--- src/rtl/irx_pkg.sv ---
package irx_pkg;

    localparam int unsigned REG_W  = 16;
    localparam int unsigned EVT_N  = 5;
    localparam int unsigned ADDR_W = 3;
    localparam int unsigned GRP_N  = 2;
    localparam int unsigned REG_N  = 2 ** ADDR_W;

    typedef enum logic [1:0] {
        XM_SLOW = 2'b00,
        XM_RSVD = 2'b01,
        XM_FAST = 2'b10,
        XM_MED  = 2'b11
    } xfer_mode_e;

    // control register field positions
    localparam int unsigned CTL_MODE_LO = 14;
    localparam int unsigned CTL_MM_SLOW = 0;
    localparam int unsigned CTL_MM_FAST = 4;
    localparam int unsigned CTL_MM_FIFO = 8;

    // register word addresses
    localparam logic [ADDR_W-1:0] A_CTRL   = 3'd0;
    localparam logic [ADDR_W-1:0] A_SL_ST  = 3'd1;
    localparam logic [ADDR_W-1:0] A_SL_MSK = 3'd2;
    localparam logic [ADDR_W-1:0] A_SL_CLR = 3'd3;
    localparam logic [ADDR_W-1:0] A_FA_ST  = 3'd4;
    localparam logic [ADDR_W-1:0] A_FA_MSK = 3'd5;
    localparam logic [ADDR_W-1:0] A_FA_CLR = 3'd6;
    localparam logic [ADDR_W-1:0] A_FIFO   = 3'd7;

    // status bit taken by each event input
    function automatic int unsigned evt_bit(int unsigned idx);
        case (idx)
            0:       return 7;
            1:       return 8;
            2:       return 9;
            3:       return 11;
            default: return 15;
        endcase
    endfunction

    function automatic logic [REG_W-1:0] place_evts(logic [EVT_N-1:0] e);
        logic [REG_W-1:0] w;
        w = '0;
        for (int unsigned i = 0; i < EVT_N; i++) begin
            w[evt_bit(i)] = e[i];
        end
        return w;
    endfunction

    localparam logic [REG_W-1:0] IMPL_BITS = place_evts('1);

    // base address of each status group: status, mask, clear follow
    function automatic logic [ADDR_W-1:0] grp_base(int unsigned g);
        return (g == 0) ? A_SL_ST : A_FA_ST;
    endfunction

endpackage

--- src/rtl/irx_evt_group.sv ---
module irx_evt_group
    import irx_pkg::*;
#(
    parameter int unsigned      W    = REG_W,
    parameter int unsigned      N    = EVT_N,
    parameter logic [W-1:0]     IMPL = IMPL_BITS
) (
    input  logic         clk_i,
    input  logic         rst_ni,
    input  logic [N-1:0] evt_i,
    input  logic         rec_en_i,
    input  logic         mask_we_i,
    input  logic         clr_we_i,
    input  logic [W-1:0] wdata_i,
    output logic [W-1:0] status_o,
    output logic [W-1:0] mask_o,
    output logic         pend_o
);

    typedef struct packed {
        logic [W-1:0] st;
        logic [W-1:0] msk;
    } grp_s;

    grp_s grp_d, grp_q;
    logic [W-1:0] evt_w;
    logic [W-1:0] clr_w;

    always_comb begin
        evt_w = rec_en_i ? W'(place_evts(EVT_N'(evt_i))) : '0;
        clr_w = clr_we_i ? wdata_i : '0;
        grp_d = grp_q;
        // an arriving event overrides a simultaneous clear
        grp_d.st = ((grp_q.st & ~clr_w) | evt_w) & IMPL;
        if (mask_we_i) begin
            grp_d.msk = wdata_i & IMPL;
        end
    end

    always_ff @(posedge clk_i or negedge rst_ni) begin
        if (!rst_ni) begin
            grp_q.st  <= '0;
            grp_q.msk <= IMPL;
        end else begin
            grp_q <= grp_d;
        end
    end

    assign status_o = grp_q.st;
    assign mask_o   = grp_q.msk;
    assign pend_o   = |(grp_q.st & ~grp_q.msk);

endmodule

--- src/rtl/irx_ctrl_reg.sv ---
module irx_ctrl_reg
    import irx_pkg::*;
#(
    parameter int unsigned W = REG_W
) (
    input  logic         clk_i,
    input  logic         rst_ni,
    input  logic         ctrl_we_i,
    input  logic         fifo_clr_we_i,
    input  logic [W-1:0] wdata_i,
    input  logic         fifo_evt_i,
    output xfer_mode_e   mode_o,
    output logic         mm_slow_o,
    output logic         mm_fast_o,
    output logic         mm_fifo_o,
    output logic         fifo_flag_o,
    output logic         rec_slow_o,
    output logic         rec_fast_o,
    output logic [W-1:0] ctrl_word_o
);

    typedef struct packed {
        xfer_mode_e mode;
        logic       mm_fifo;
        logic       mm_fast;
        logic       mm_slow;
        logic       fifo;
    } ctrl_s;

    ctrl_s ctl_d, ctl_q;

    always_comb begin
        ctl_d = ctl_q;
        if (ctrl_we_i) begin
            ctl_d.mode    = xfer_mode_e'(wdata_i[CTL_MODE_LO +: 2]);
            ctl_d.mm_fifo = wdata_i[CTL_MM_FIFO];
            ctl_d.mm_fast = wdata_i[CTL_MM_FAST];
            ctl_d.mm_slow = wdata_i[CTL_MM_SLOW];
        end
        ctl_d.fifo = (ctl_q.fifo & ~(fifo_clr_we_i & wdata_i[0])) | fifo_evt_i;
    end

    always_ff @(posedge clk_i or negedge rst_ni) begin
        if (!rst_ni) begin
            ctl_q.mode    <= XM_SLOW;
            ctl_q.mm_fifo <= 1'b1;
            ctl_q.mm_fast <= 1'b1;
            ctl_q.mm_slow <= 1'b1;
            ctl_q.fifo    <= 1'b0;
        end else begin
            ctl_q <= ctl_d;
        end
    end

    always_comb begin
        ctrl_word_o = '0;
        ctrl_word_o[CTL_MODE_LO +: 2] = ctl_q.mode;
        ctrl_word_o[CTL_MM_FIFO]      = ctl_q.mm_fifo;
        ctrl_word_o[CTL_MM_FAST]      = ctl_q.mm_fast;
        ctrl_word_o[CTL_MM_SLOW]      = ctl_q.mm_slow;
    end

    assign mode_o      = ctl_q.mode;
    assign mm_slow_o   = ctl_q.mm_slow;
    assign mm_fast_o   = ctl_q.mm_fast;
    assign mm_fifo_o   = ctl_q.mm_fifo;
    assign fifo_flag_o = ctl_q.fifo;
    assign rec_slow_o  = (ctl_q.mode == XM_SLOW);
    assign rec_fast_o  = (ctl_q.mode == XM_MED) || (ctl_q.mode == XM_FAST);

endmodule

--- src/rtl/irx_bus_dec.sv ---
module irx_bus_dec
    import irx_pkg::*;
#(
    parameter int unsigned W  = REG_W,
    parameter int unsigned AW = ADDR_W,
    parameter int unsigned NR = REG_N
) (
    input  logic          wr_en_i,
    input  logic [AW-1:0] addr_i,
    input  logic [W-1:0]  ctrl_word_i,
    input  logic [W-1:0]  sl_st_i,
    input  logic [W-1:0]  sl_msk_i,
    input  logic [W-1:0]  fa_st_i,
    input  logic [W-1:0]  fa_msk_i,
    input  logic          fifo_flag_i,
    output logic [NR-1:0] we_o,
    output logic [W-1:0]  rdata_o
);

    for (genvar i = 0; i < NR; i++) begin : g_we
        assign we_o[i] = wr_en_i && (addr_i == AW'(i));
    end

    always_comb begin
        rdata_o = '0;
        case (addr_i)
            A_CTRL:   rdata_o = ctrl_word_i;
            A_SL_ST:  rdata_o = sl_st_i;
            A_SL_MSK: rdata_o = sl_msk_i;
            A_FA_ST:  rdata_o = fa_st_i;
            A_FA_MSK: rdata_o = fa_msk_i;
            A_FIFO:   rdata_o = {{(W-1){1'b0}}, fifo_flag_i};
            default:  rdata_o = '0;
        endcase
    end

endmodule

--- src/rtl/irx_irq_merge.sv ---
module irx_irq_merge (
    input  logic clk_i,
    input  logic rst_ni,
    input  logic pend_slow_i,
    input  logic pend_fast_i,
    input  logic fifo_flag_i,
    input  logic mm_slow_i,
    input  logic mm_fast_i,
    input  logic mm_fifo_i,
    output logic irq_o
);

    typedef struct packed {
        logic irq;
    } irq_s;

    irq_s irq_d, irq_q;

    always_comb begin
        irq_d.irq = (pend_slow_i & ~mm_slow_i)
                  | (pend_fast_i & ~mm_fast_i)
                  | (fifo_flag_i & ~mm_fifo_i);
    end

    always_ff @(posedge clk_i or negedge rst_ni) begin
        if (!rst_ni) begin
            irq_q <= '0;
        end else begin
            irq_q <= irq_d;
        end
    end

    assign irq_o = irq_q.irq;

endmodule

--- src/rtl/irx_intc.sv ---
module irx_intc
    import irx_pkg::*;
(
    input  logic              clk_i,
    input  logic              rst_ni,
    input  logic              wr_en_i,
    input  logic [ADDR_W-1:0] addr_i,
    input  logic [REG_W-1:0]  wdata_i,
    output logic [REG_W-1:0]  rdata_o,
    input  logic [EVT_N-1:0]  evt_i,
    input  logic              fifo_evt_i,
    output logic              irq_o
);

    logic [REG_N-1:0] we;
    logic [REG_W-1:0] grp_st  [GRP_N];
    logic [REG_W-1:0] grp_msk [GRP_N];
    logic             grp_pend[GRP_N];
    logic             grp_rec [GRP_N];

    xfer_mode_e       mode;
    logic             mm_slow, mm_fast, mm_fifo, fifo_flag;
    logic             rec_slow, rec_fast;
    logic [REG_W-1:0] ctrl_word;
    logic [REG_W-1:0] sl_st, sl_msk, fa_st, fa_msk;

    irx_ctrl_reg u_ctrl (
        .clk_i        (clk_i),
        .rst_ni       (rst_ni),
        .ctrl_we_i    (we[A_CTRL]),
        .fifo_clr_we_i(we[A_FIFO]),
        .wdata_i      (wdata_i),
        .fifo_evt_i   (fifo_evt_i),
        .mode_o       (mode),
        .mm_slow_o    (mm_slow),
        .mm_fast_o    (mm_fast),
        .mm_fifo_o    (mm_fifo),
        .fifo_flag_o  (fifo_flag),
        .rec_slow_o   (rec_slow),
        .rec_fast_o   (rec_fast),
        .ctrl_word_o  (ctrl_word)
    );

    assign grp_rec[0] = rec_slow;
    assign grp_rec[1] = rec_fast;

    for (genvar g = 0; g < GRP_N; g++) begin : g_grp
        localparam logic [ADDR_W-1:0] BASE = grp_base(g);
        irx_evt_group u_grp (
            .clk_i    (clk_i),
            .rst_ni   (rst_ni),
            .evt_i    (evt_i),
            .rec_en_i (grp_rec[g]),
            .mask_we_i(we[BASE + ADDR_W'(1)]),
            .clr_we_i (we[BASE + ADDR_W'(2)]),
            .wdata_i  (wdata_i),
            .status_o (grp_st[g]),
            .mask_o   (grp_msk[g]),
            .pend_o   (grp_pend[g])
        );
    end

    assign sl_st  = grp_st[0];
    assign sl_msk = grp_msk[0];
    assign fa_st  = grp_st[1];
    assign fa_msk = grp_msk[1];

    irx_bus_dec u_dec (
        .wr_en_i    (wr_en_i),
        .addr_i     (addr_i),
        .ctrl_word_i(ctrl_word),
        .sl_st_i    (sl_st),
        .sl_msk_i   (sl_msk),
        .fa_st_i    (fa_st),
        .fa_msk_i   (fa_msk),
        .fifo_flag_i(fifo_flag),
        .we_o       (we),
        .rdata_o    (rdata_o)
    );

    irx_irq_merge u_irq (
        .clk_i      (clk_i),
        .rst_ni     (rst_ni),
        .pend_slow_i(grp_pend[0]),
        .pend_fast_i(grp_pend[1]),
        .fifo_flag_i(fifo_flag),
        .mm_slow_i  (mm_slow),
        .mm_fast_i  (mm_fast),
        .mm_fifo_i  (mm_fifo),
        .irq_o      (irq_o)
    );

endmodule

--- config.mk ---
export PLATFORM = sky130hd
export DESIGN_NAME = irx_intc
export DESIGN_NICKNAME = d
export VERILOG_FILES = /design/src/rtl/irx_pkg.sv /design/src/rtl/irx_evt_group.sv /design/src/rtl/irx_ctrl_reg.sv /design/src/rtl/irx_bus_dec.sv /design/src/rtl/irx_irq_merge.sv /design/src/rtl/irx_intc.sv
export SDC_FILE = /design/constraint.sdc
export NUM_CORES = 1
export LEC_CHECK = 0
export BUFFER_PORTS_ARGS = -buffer_cell sky130_fd_sc_hd__buf_2
export CAP_MARGIN = 20
export CELL_PAD_IN_SITES_DETAIL_PLACEMENT = 0
export CELL_PAD_IN_SITES_GLOBAL_PLACEMENT = 1
export CORE_ASPECT_RATIO = 1.75
export CORE_MARGIN = 2
export CORE_UTILIZATION = 38
export CTS_CLUSTER_SIZE = 10
export DETAILED_ROUTE_END_ITERATION = 8
export GPL_ROUTABILITY_DRIVEN = 0
export GPL_TIMING_DRIVEN = 0
export PLACE_DENSITY_LB_ADDON = 0.12
export SYNTH_ARGS = -nofsm -noshare
export SYNTH_HDL_FRONTEND = slang
export SYNTH_SLANG_ARGS = --single-unit
--- constraint.sdc ---
create_clock -name clk_i -period 1.5 [get_ports clk_i]
set_input_delay 0.15 -clock clk_i [delete_from_list [all_inputs] [get_ports clk_i]]
set_output_delay 0.15 -clock clk_i [all_outputs]
set_load 0.05 [all_outputs]
## Yosys cells after proc, flatten, opt, wreduce, memory -nomap -nowiden

Cells that the tools add are included.
W data, S select, Z words.

| word-level totals | value |
|---|---|
| register bits | 27 |
| output and inout port bits | 17 |
| logic and storage cells | 57 |

| cells by class | value |
|---|---|
| equal/unequal tests | 9 |
| muxes and demuxes | 5 |
| bitwise operators | 22 |
| reduce and logical (&&, ||, !) cells | 11 |

Operator list:

| operator | number |
|---|---|
| $pmux W16 S6 | 1 |
| $and A16 B16 Y16 | 4 |
| $mux W16 | 4 |
| $not A16 Y16 | 4 |
| $or A16 B16 Y16 | 2 |
| $reduce_or A16 Y1 | 2 |
| $eq A3 B3 Y1 const B | 4 |
| $eq A3 B2 Y1 const B | 2 |
| $logic_and A1 B1 Y1 | 6 |
| $and A1 B1 Y1 | 5 |
| $eq A2 B2 Y1 const B | 2 |
| $not A1 Y1 | 4 |
| $eq A3 B1 Y1 const B | 1 |
| $logic_not A3 Y1 | 1 |
| $or A1 B1 Y1 | 3 |
| $logic_not A2 Y1 | 1 |
| $logic_or A1 B1 Y1 | 1 |

## Longest topological paths before layout

Gate-level depths: netlist of run 1.

| depth | value |
|---|---|
| depth after elaboration | 6 |
| depth in mapped cells | 5 |

## Modules after synthesis

Synthesis of run 1 repeated with hierarchy kept, for this count alone.

| second synthesis, totals | value |
|---|---|
| cell total of the unflattened synthesis | 248 |
| area, all modules | 2313.5 um^2 |

By module, submodules not included:

| module | instances | cells an instance | area an instance (um^2) |
|---|---|---|---|
| irx_evt_group | 2 | 59 | 579.3 |
| irx_bus_dec | 1 | 93 | 748.2 |
| irx_ctrl_reg | 1 | 32 | 352.8 |
| irx_irq_merge | 1 | 5 | 53.8 |

## Least setup slack after synthesis of run 1

Ideal clock, no wire load.

| timing | value |
|---|---|
| kind | register to output |
| from | register g_grp[1].u_grp.grp_q, in the netlist g_grp[1].u_grp.status_o[8] |
| to | output rdata_o[8] |
| arrival | 1594 ps |
| setup slack | -244 ps |
| stages on the path, launching flop included | 5 |
| path buffers | 0 |
| cell sequence | dfrtp_1 nand2_1 nor2_1 a21oi_1 o21ai_0 |

| between the ends | value |
|---|---|
| cells in the longest elaborated chain, start to end | 1 |

Ends and longest elaborated chain:

| element | RTL line | RTL |
|---|---|---|
| from (decl) | irx_evt_group.sv:25 | `grp_s grp_d, grp_q;` |
| from (signal assigned) | irx_evt_group.sv:45 | `grp_q <= grp_d;` |
| $pmux W16 S6 | irx_bus_dec.sv:26 | `case (addr_i)` |
| to (decl) | irx_intc.sv:9 | `output logic [REG_W-1:0] rdata_o,` |

No other way between the ends.

## Final worst setup path of run 1

| timing | value |
|---|---|
| from | register g_grp[1].u_grp.grp_q, in the netlist g_grp[1].u_grp.status_o[11] |
| to | output rdata_o[11] |

The elaborated chain is that of the path after synthesis.

==> results of run 1 <==
## cells in the mapped netlist (2+ instances only)
master / count / area, um^2
a21oi_1: 2 / 10.0
a222oi_1: 2 / 20.0
a22o_1: 10 / 87.6
a22oi_1: 5 / 37.5
a31oi_1: 2 / 12.5
and2_1: 3 / 18.8
buf_4: 8 / 60.1
buf_6: 3 / 33.8
dfrtp_1: 14 / 350
dfstp_2: 13 / 342
inv_1: 7 / 26.3
mux2_2: 9 / 101
mux2_4: 4 / 60.1
mux2i_1: 2 / 20.0
nand2_1: 21 / 78.8
nand2b_1: 6 / 37.5
nor2_1: 4 / 15.0
o21ai_0: 8 / 40.0
o22ai_1: 3 / 18.8
## cell families (layout without fill, tap and decap cells)
family,count (synthesis),in the layout,synth area share [%]
flip-flops,27,27,46.6
other,1,8,0.252
multiplexers,15,15,12.2
buffers and inverters,20,56,8.68
AO/OA/AOI/OAI,34,34,16.4
AND/OR/NAND/NOR,43,43,15.8
## metal layers
layer / global-route usage, % / vias up / part of all wire (%)
met3: 2.76 / 11 / 4.7
li1: - / 563 / -
met2: 33.3 / 40 / 53
met1: 22.1 / 566 / 39
met5: 0 / - / 0
met4: 10.3 / 0 / 3.3
## state kept, by name (all words and copies together), names as in the netlist
name                  cells
g_grp.u_grp.mask_o       10
g_grp.u_grp.status_o     10
u_ctrl.mode_o             2
u_ctrl.fifo_flag_o        1
u_ctrl.mm_fast_o          1
u_ctrl.mm_fifo_o          1
u_ctrl.mm_slow_o          1
u_irq.irq_o               1
## through the flow
step	setup TNS, ns	setup WS (ns)	cells	power [mW]
final	-0.0964	-0.0614	231	2.15
after global routing	-0.350	-0.108	231	2.26
after CTS	-0.187	-0.0899	229	2.13
after detailed placement	-0.0800	-0.0800	223	1.64
after global placement	-0.0921	-0.0755	223	1.62
after floorplan	-0.124	-0.124	147	1.45
## placed cells by master (no fill, tap or decap), drive strengths merged
cell         count
buf             44
nand2           22
dfrtp           14
dfstp           13
mux2            13
a22o            10
conb             8
o21ai            8
inv              7
nand2b           6
a22oi            5
nor2             4
o22ai            3
and2             3
clkbuf           3
mux2i            2
a222oi           2
a31oi            2
and2b            2
a21oi            2
nor3             2
a221oi           1
nor2b            1
and3             1
nor3b            1
nand3            1
a211o            1
clkinv           1
dlygate4sd3      1
## power by group
part | switching [mW] | total (mW) | internal [mW]
combinational | 0.371 | 0.676 | 0.306
clock | 0.244 | 0.430 | 0.187
sequential | 0.124 | 1.04 | 0.917
total | 0.738 | 2.15 | 1.41
## cell type report
cell class / instances / area share, %
plain buffers: 12 / 5.26
clock buffers: 3 / 2.20
clock inverters: 1 / 0.266
inverters: 7 / 1.40
multi-input cells: 100 / 39.7
flip-flops and latches: 27 / 36.8
well taps: 48 / 3.19
repair buffers: 33 / 11.2
## repair_timing
item | CTS | global route
gates resized for setup | 14 | 7
endpoints found under the setup margin | 5 | 6
gates cloned | 0 | 0
setup buffers | 2 | 2
endpoints found under the hold margin | 14 | 0
hold buffers | 1 | 0
pin swaps | 3 | 4
## worst max path at each step
stage	endpoint	slack, ns	cells after the start
after CTS	rdata_o[15]	-0.09	4
after global routing	rdata_o[11]	-0.11	4
after global placement	rdata_o[11]	-0.08	6
after floorplan	rdata_o[15]	-0.12	3
final	rdata_o[11]	-0.06	4
after detailed placement	rdata_o[11]	-0.08	6
==> flow_metrics.py, run 1 <==
metrics = {
    "clocking": {
        "clock-sinks": 27,
        "cts-htree-levels": 1,
        "insertion_delay_ns": 0.28,
        "cts_buffers": 3,
        "clockBufferDepth": 2,
        "tritoncts": "built",
        "path_clk_slew_ns": 0.09,
        "cts-root-buf": "clkbuf_8",
    },
    "cells_and_area": {
        "fin_util_pct": 49.1,
        "final.fill_count": 389,
        "drive_gt1_share_pct": 48.6,
        "diodes": 0,
        "syn_to_final_growth_pct": 26.6,
        "ff_latch_area_um2": 692,
        "fin_area_um2": 1880,
        "multiInputGateArea_um2": 746,
        "nets": 212,
    },
    "timing": {
        "slew_headroom_pct": 60.3,
        "drv_slew": 0,
        "post-route-min-period_ns": 1.56,
        "worstMarginPinSlew_ns": 0.596,
        "fmax_mhz": 640,
        "grt_setup_unrepaired": "true",
        "whs_ns": 0.0615,
        "hold_viol": 0,
        "post-route-period-util_pct": 104,
        "fin_ws_ns": -0.0614,
        "fin_skew_ns": 0.00236,
        "finalSetupViolCount": 2,
    },
    "global_route": {
        "grt_pass1_wl_um": 6200,
        "gr-total-overflow": 0,
        "grt_pass1_vias": 1256,
        "antenna_found_initial": 0,
        "grt_use_total_pct": 19.1,
        "grt_max_degree": 28,
    },
    "yosys": {
        "ys.flop_type": "dfrtp_1",
        "ys_types": 33,
        "ys_ff_latch": 27,
        "async_flop_share_pct": 100,
        "syn-mean-instance-area_um2": 10.6,
        "netlist_area_um2": 1490,
        "ys.warnings.count": 0,
        "synth_edf_count": 0,
        "syn-instance-count": 140,
        "yosysSeqAreaShare_pct": 46.6,
    },
    "setup_path": {
        "cp-startpoint": "g_grp[1].u_grp.status_o[11]$_DFF_PN0_",
        "setup.worst_path.class": "reg -> out",
        "reg2reg_from": "g_grp[0].u_grp.mask_o[11]$_DFFE_PN1P_",
        "worstPathCellList": "mux2_4, a221oi_4, a21oi_2, buf_6",
        "cpMaxStageDelayCell": "dfrtp_1",
        "reg2regPathDepth": 4,
        "worstSetupStartpointType": "flip-flop",
        "critPathArrivalTime_ns": 1.41,
        "end_kind": "output pin",
        "rrSetupSlack_ns": 0.03,
        "cp.required_ns": 1.35,
        "crit_buf_inv": 1,
        "slowest_delay_ns": 0.39,
        "crit_fanout": 2,
        "r2r_end": "u_irq.irq_o$_DFF_PN0_",
        "crit_family": "flip-flops",
    },
    "drt": {
        "wl_per_cell_um": 16.8,
        "initialDrtViolationCount": 34,
        "ant_nets": 0,
        "firstDrtPassIters": 5,
        "viasPerCell": 5.11,
        "drc_errors": 0,
        "num_vias": 1180,
        "wl_um": 3870,
    },
    "power": {
        "vdd_ir_drop_max_uv": 713,
        "p_leak_nw": 0.857,
        "p_per_area_nw_per_um2": 1140,
    },
    "job": {
        "cap_violations": 0,
    },
    "floorplan": {
        "io_pins": 45,
        "die_h_um": 86.7,
        "core_um2": 3830,
        "rows": 30,
        "fp.dieW_um": 51.3,
        "initial_core_util_pct": 38.8,
        "die_area_um2": 4440,
    },
    "run_status": {
        "status": "finished, violations left",
        "violations": "setup timing",
    },
    "placement": {
        "place_hpwl_um": 2910,
        "place_area_um2": 1730,
        "io_buffer_count": 28,
    },
    "hold_path": {
        "whs_endpoint": "u_ctrl.fifo_flag_o$_DFF_PN0_",
        "hold_class": "in -> reg",
        "whs_path_depth": 2,
        "hp-start": "fifo_evt_i",
    },
}
Power figures use the tool's default switching activity.
==> run 2, diff against run 1 <==
- BUFFER_PORTS_ARGS: -buffer_cell sky130_fd_sc_hd__buf_2 -> not set
- CORE_UTILIZATION: 38 -> 47
- DONT_BUFFER_PORTS: not set -> 1
- GPL_TIMING_DRIVEN: 0 -> not set
==> run 2 against run 1 <==
  * The run still ends with setup timing left
  * Die area down 18%
  * Sequential share of layout area up 2.8 points
  * Maximum frequency up 1.5%
  * Design area down 7.0%
  * Register-to-register slack about the same
  * Critical endpoint is now rdata_o[15]
==> flow_metrics.py, run 2 (synthesis gave the netlist of run 1 again) <==
metrics = {
    "run_status": {
        "status": "finished, violations left",
        "violations": "setup timing",
    },
    "setup_path": {
        "cp.required_ns": 1.35,
        "end_kind": "output pin",
        "crit_family": "flip-flops",
        "crit_buf_inv": 1,
        "critPathArrivalTime_ns": 1.39,
        "worstSetupStartpointType": "flip-flop",
        "cpMaxStageDelayCell": "dfstp_2",
        "worstPathCellList": "mux2_4, a22oi_2, o22ai_1, buf_4",
        "slowest_delay_ns": 0.54,
        "crit_fanout": 2,
        "setup.worst_path.class": "reg -> out",
    },
    "timing": {
        "grt_setup_unrepaired": "true",
        "finalSetupViolCount": 2,
        "hold_viol": 0,
        "post-route-min-period_ns": 1.54,
        "fin_skew_ns": 0.00116,
        "whs_ns": 0.00754,
        "post-route-period-util_pct": 103,
        "fmax_mhz": 650,
        "fin_ws_ns": -0.0388,
        "drv_slew": 0,
    },
    "power": {
        "p_seq_share_pct": 50.6,
        "p_per_area_nw_per_um2": 1190,
        "vdd_ir_drop_max_uv": 738,
        "internal_power_mw": 1.40,
        "finalPower_mw": 2.08,
        "p_leak_nw": 0.747,
        "p_comb_share_pct": 29.5,
        "p_sw_share_pct": 32.8,
        "p_sw_uw": 680,
        "power_frac_clock_pct": 19.9,
    },
    "global_route": {
        "grt_max_degree": 28,
        "gr-total-overflow": 0,
        "antenna_found_initial": 0,
        "grt_pass1_vias": 1164,
        "grt_use_total_pct": 22.0,
        "grt_pass1_wl_um": 5750,
    },
    "floorplan": {
        "rows": 27,
        "fp.dieW_um": 46.5,
        "initial_core_util_pct": 48.3,
        "die_area_um2": 3640,
        "die_h_um": 78.4,
        "core_um2": 3070,
        "io_pins": 45,
    },
    "drt": {
        "initialDrtViolationCount": 23,
        "wl_um": 3590,
        "drc_errors": 0,
        "viasPerCell": 5.50,
        "wl_per_cell_um": 17.8,
        "ant_nets": 0,
        "firstDrtPassIters": 4,
        "num_vias": 1105,
    },
    "cells_and_area": {
        "diodes": 0,
        "syn_to_final_growth_pct": 17.8,
        "nets": 187,
        "layout_common_cells": "nand2_1, dfrtp_1, dfstp_2",
        "final_common_cell": "nand2_1",
        "drive_gt1_share_pct": 37.3,
        "finalNonFillerCells": 201,
    },
    "placement": {
        "dp_slack_ns": 0.0561,
        "dpl.cell_count": 186,
        "place_hpwl_um": 2620,
        "io_buffer_count": 0,
    },
    "hold_path": {
        "hold_class": "in -> reg",
    },
    "clocking": {
        "clock-sinks": 27,
        "cts-htree-levels": 1,
        "cts_buffers": 3,
        "path_clk_slew_ns": 0.09,
        "tritoncts": "built",
        "clockBufferDepth": 2,
        "cts-root-buf": "clkbuf_8",
        "insertion_delay_ns": 0.27,
    },
    "job": {
        "cap_violations": 0,
    },
}
run 2: cell count changes in the layout (fill, tap and decap cells not counted), sizes merged:
cell         previous run  this run
dlygate4sd3             1         5
buf                    44        15
run 2: routing by layer:
| metal | part of all wire, % | GRT usage [%] | vias to the layer above |
|---|---|---|---|
| met5 | 0 | 0 | - |
| met2 | 55 | 37.5 | 34 |
| met3 | 4.9 | 2.53 | 5 |
| li1 | - | - | 514 |
| met4 | 1.6 | 7.71 | 0 |
| met1 | 38 | 27.3 | 552 |
run 2: area by class of cell:
cell class                      count  area, um^2
Multi-Input combinational cell    100         744
Inverter                            7        26.3
Clock inverter                      1        5.00
Sequential cell                    27         692
Fill cell                         286        1330
Timing Repair Buffer               20         186
Tap cell                           43        53.8
Clock buffer                        3        41.3
run 2: timing repair:
| item | in CTS | in global routing |
|---|---|---|
| hold buffers | 6 | 0 |
| pin swaps | 4 | 8 |
| buffers inserted | 4 | 1 |
| endpoints found under the setup margin | 3 | 5 |
| endpoints found under the hold margin | 32 | 0 |
| gates resized for setup | 8 | 5 |
run 2: power groups by stage:
stage	combinational [mW]	clock [mW]	sequential, mW
floorplan	0.451	0	1.00
global placement	0.492	0	1.06
detailed placement	0.500	0	1.06
CTS	0.591	0.426	1.05
global route	0.656	0.463	1.07
finish	0.612	0.414	1.05
run 2: worst paths after layout:
check / cells after the start / slack, ns / end / start
max reg2reg: 4 / 0.03 / u_irq.irq_o$_DFF_PN0_ / g_grp[0].u_grp.mask_o[11]$_DFFE_PN1P_
min reg2reg: 2 / 0.53 / g_grp[0].u_grp.mask_o[9]$_DFFE_PN1P_ / g_grp[0].u_grp.mask_o[9]$_DFFE_PN1P_
max: 4 / -0.04 / rdata_o[15] / g_grp[1].u_grp.mask_o[15]$_DFFE_PN1P_
min in group asynchronous: 2 / 0.30 / g_grp[0].u_grp.status_o[7]$_DFF_PN0_ / rst_ni
max in group asynchronous: 2 / 0.97 / u_ctrl.mm_fifo_o$_DFFE_PN1P_ / rst_ni
min: 1 / 0.008 / g_grp[0].u_grp.status_o[11]$_DFF_PN0_ / evt_i[3]
run 2: through the flow:
stage,area (um^2),util (%),setup TNS (ns)
finish,1750,56.9,-0.0712
global placement,1550,50.3,0
global route,1750,56.9,-0.353
floorplan,1530,-,-0.124
CTS,1720,55.9,-0.146
detailed placement,1550,50.3,0
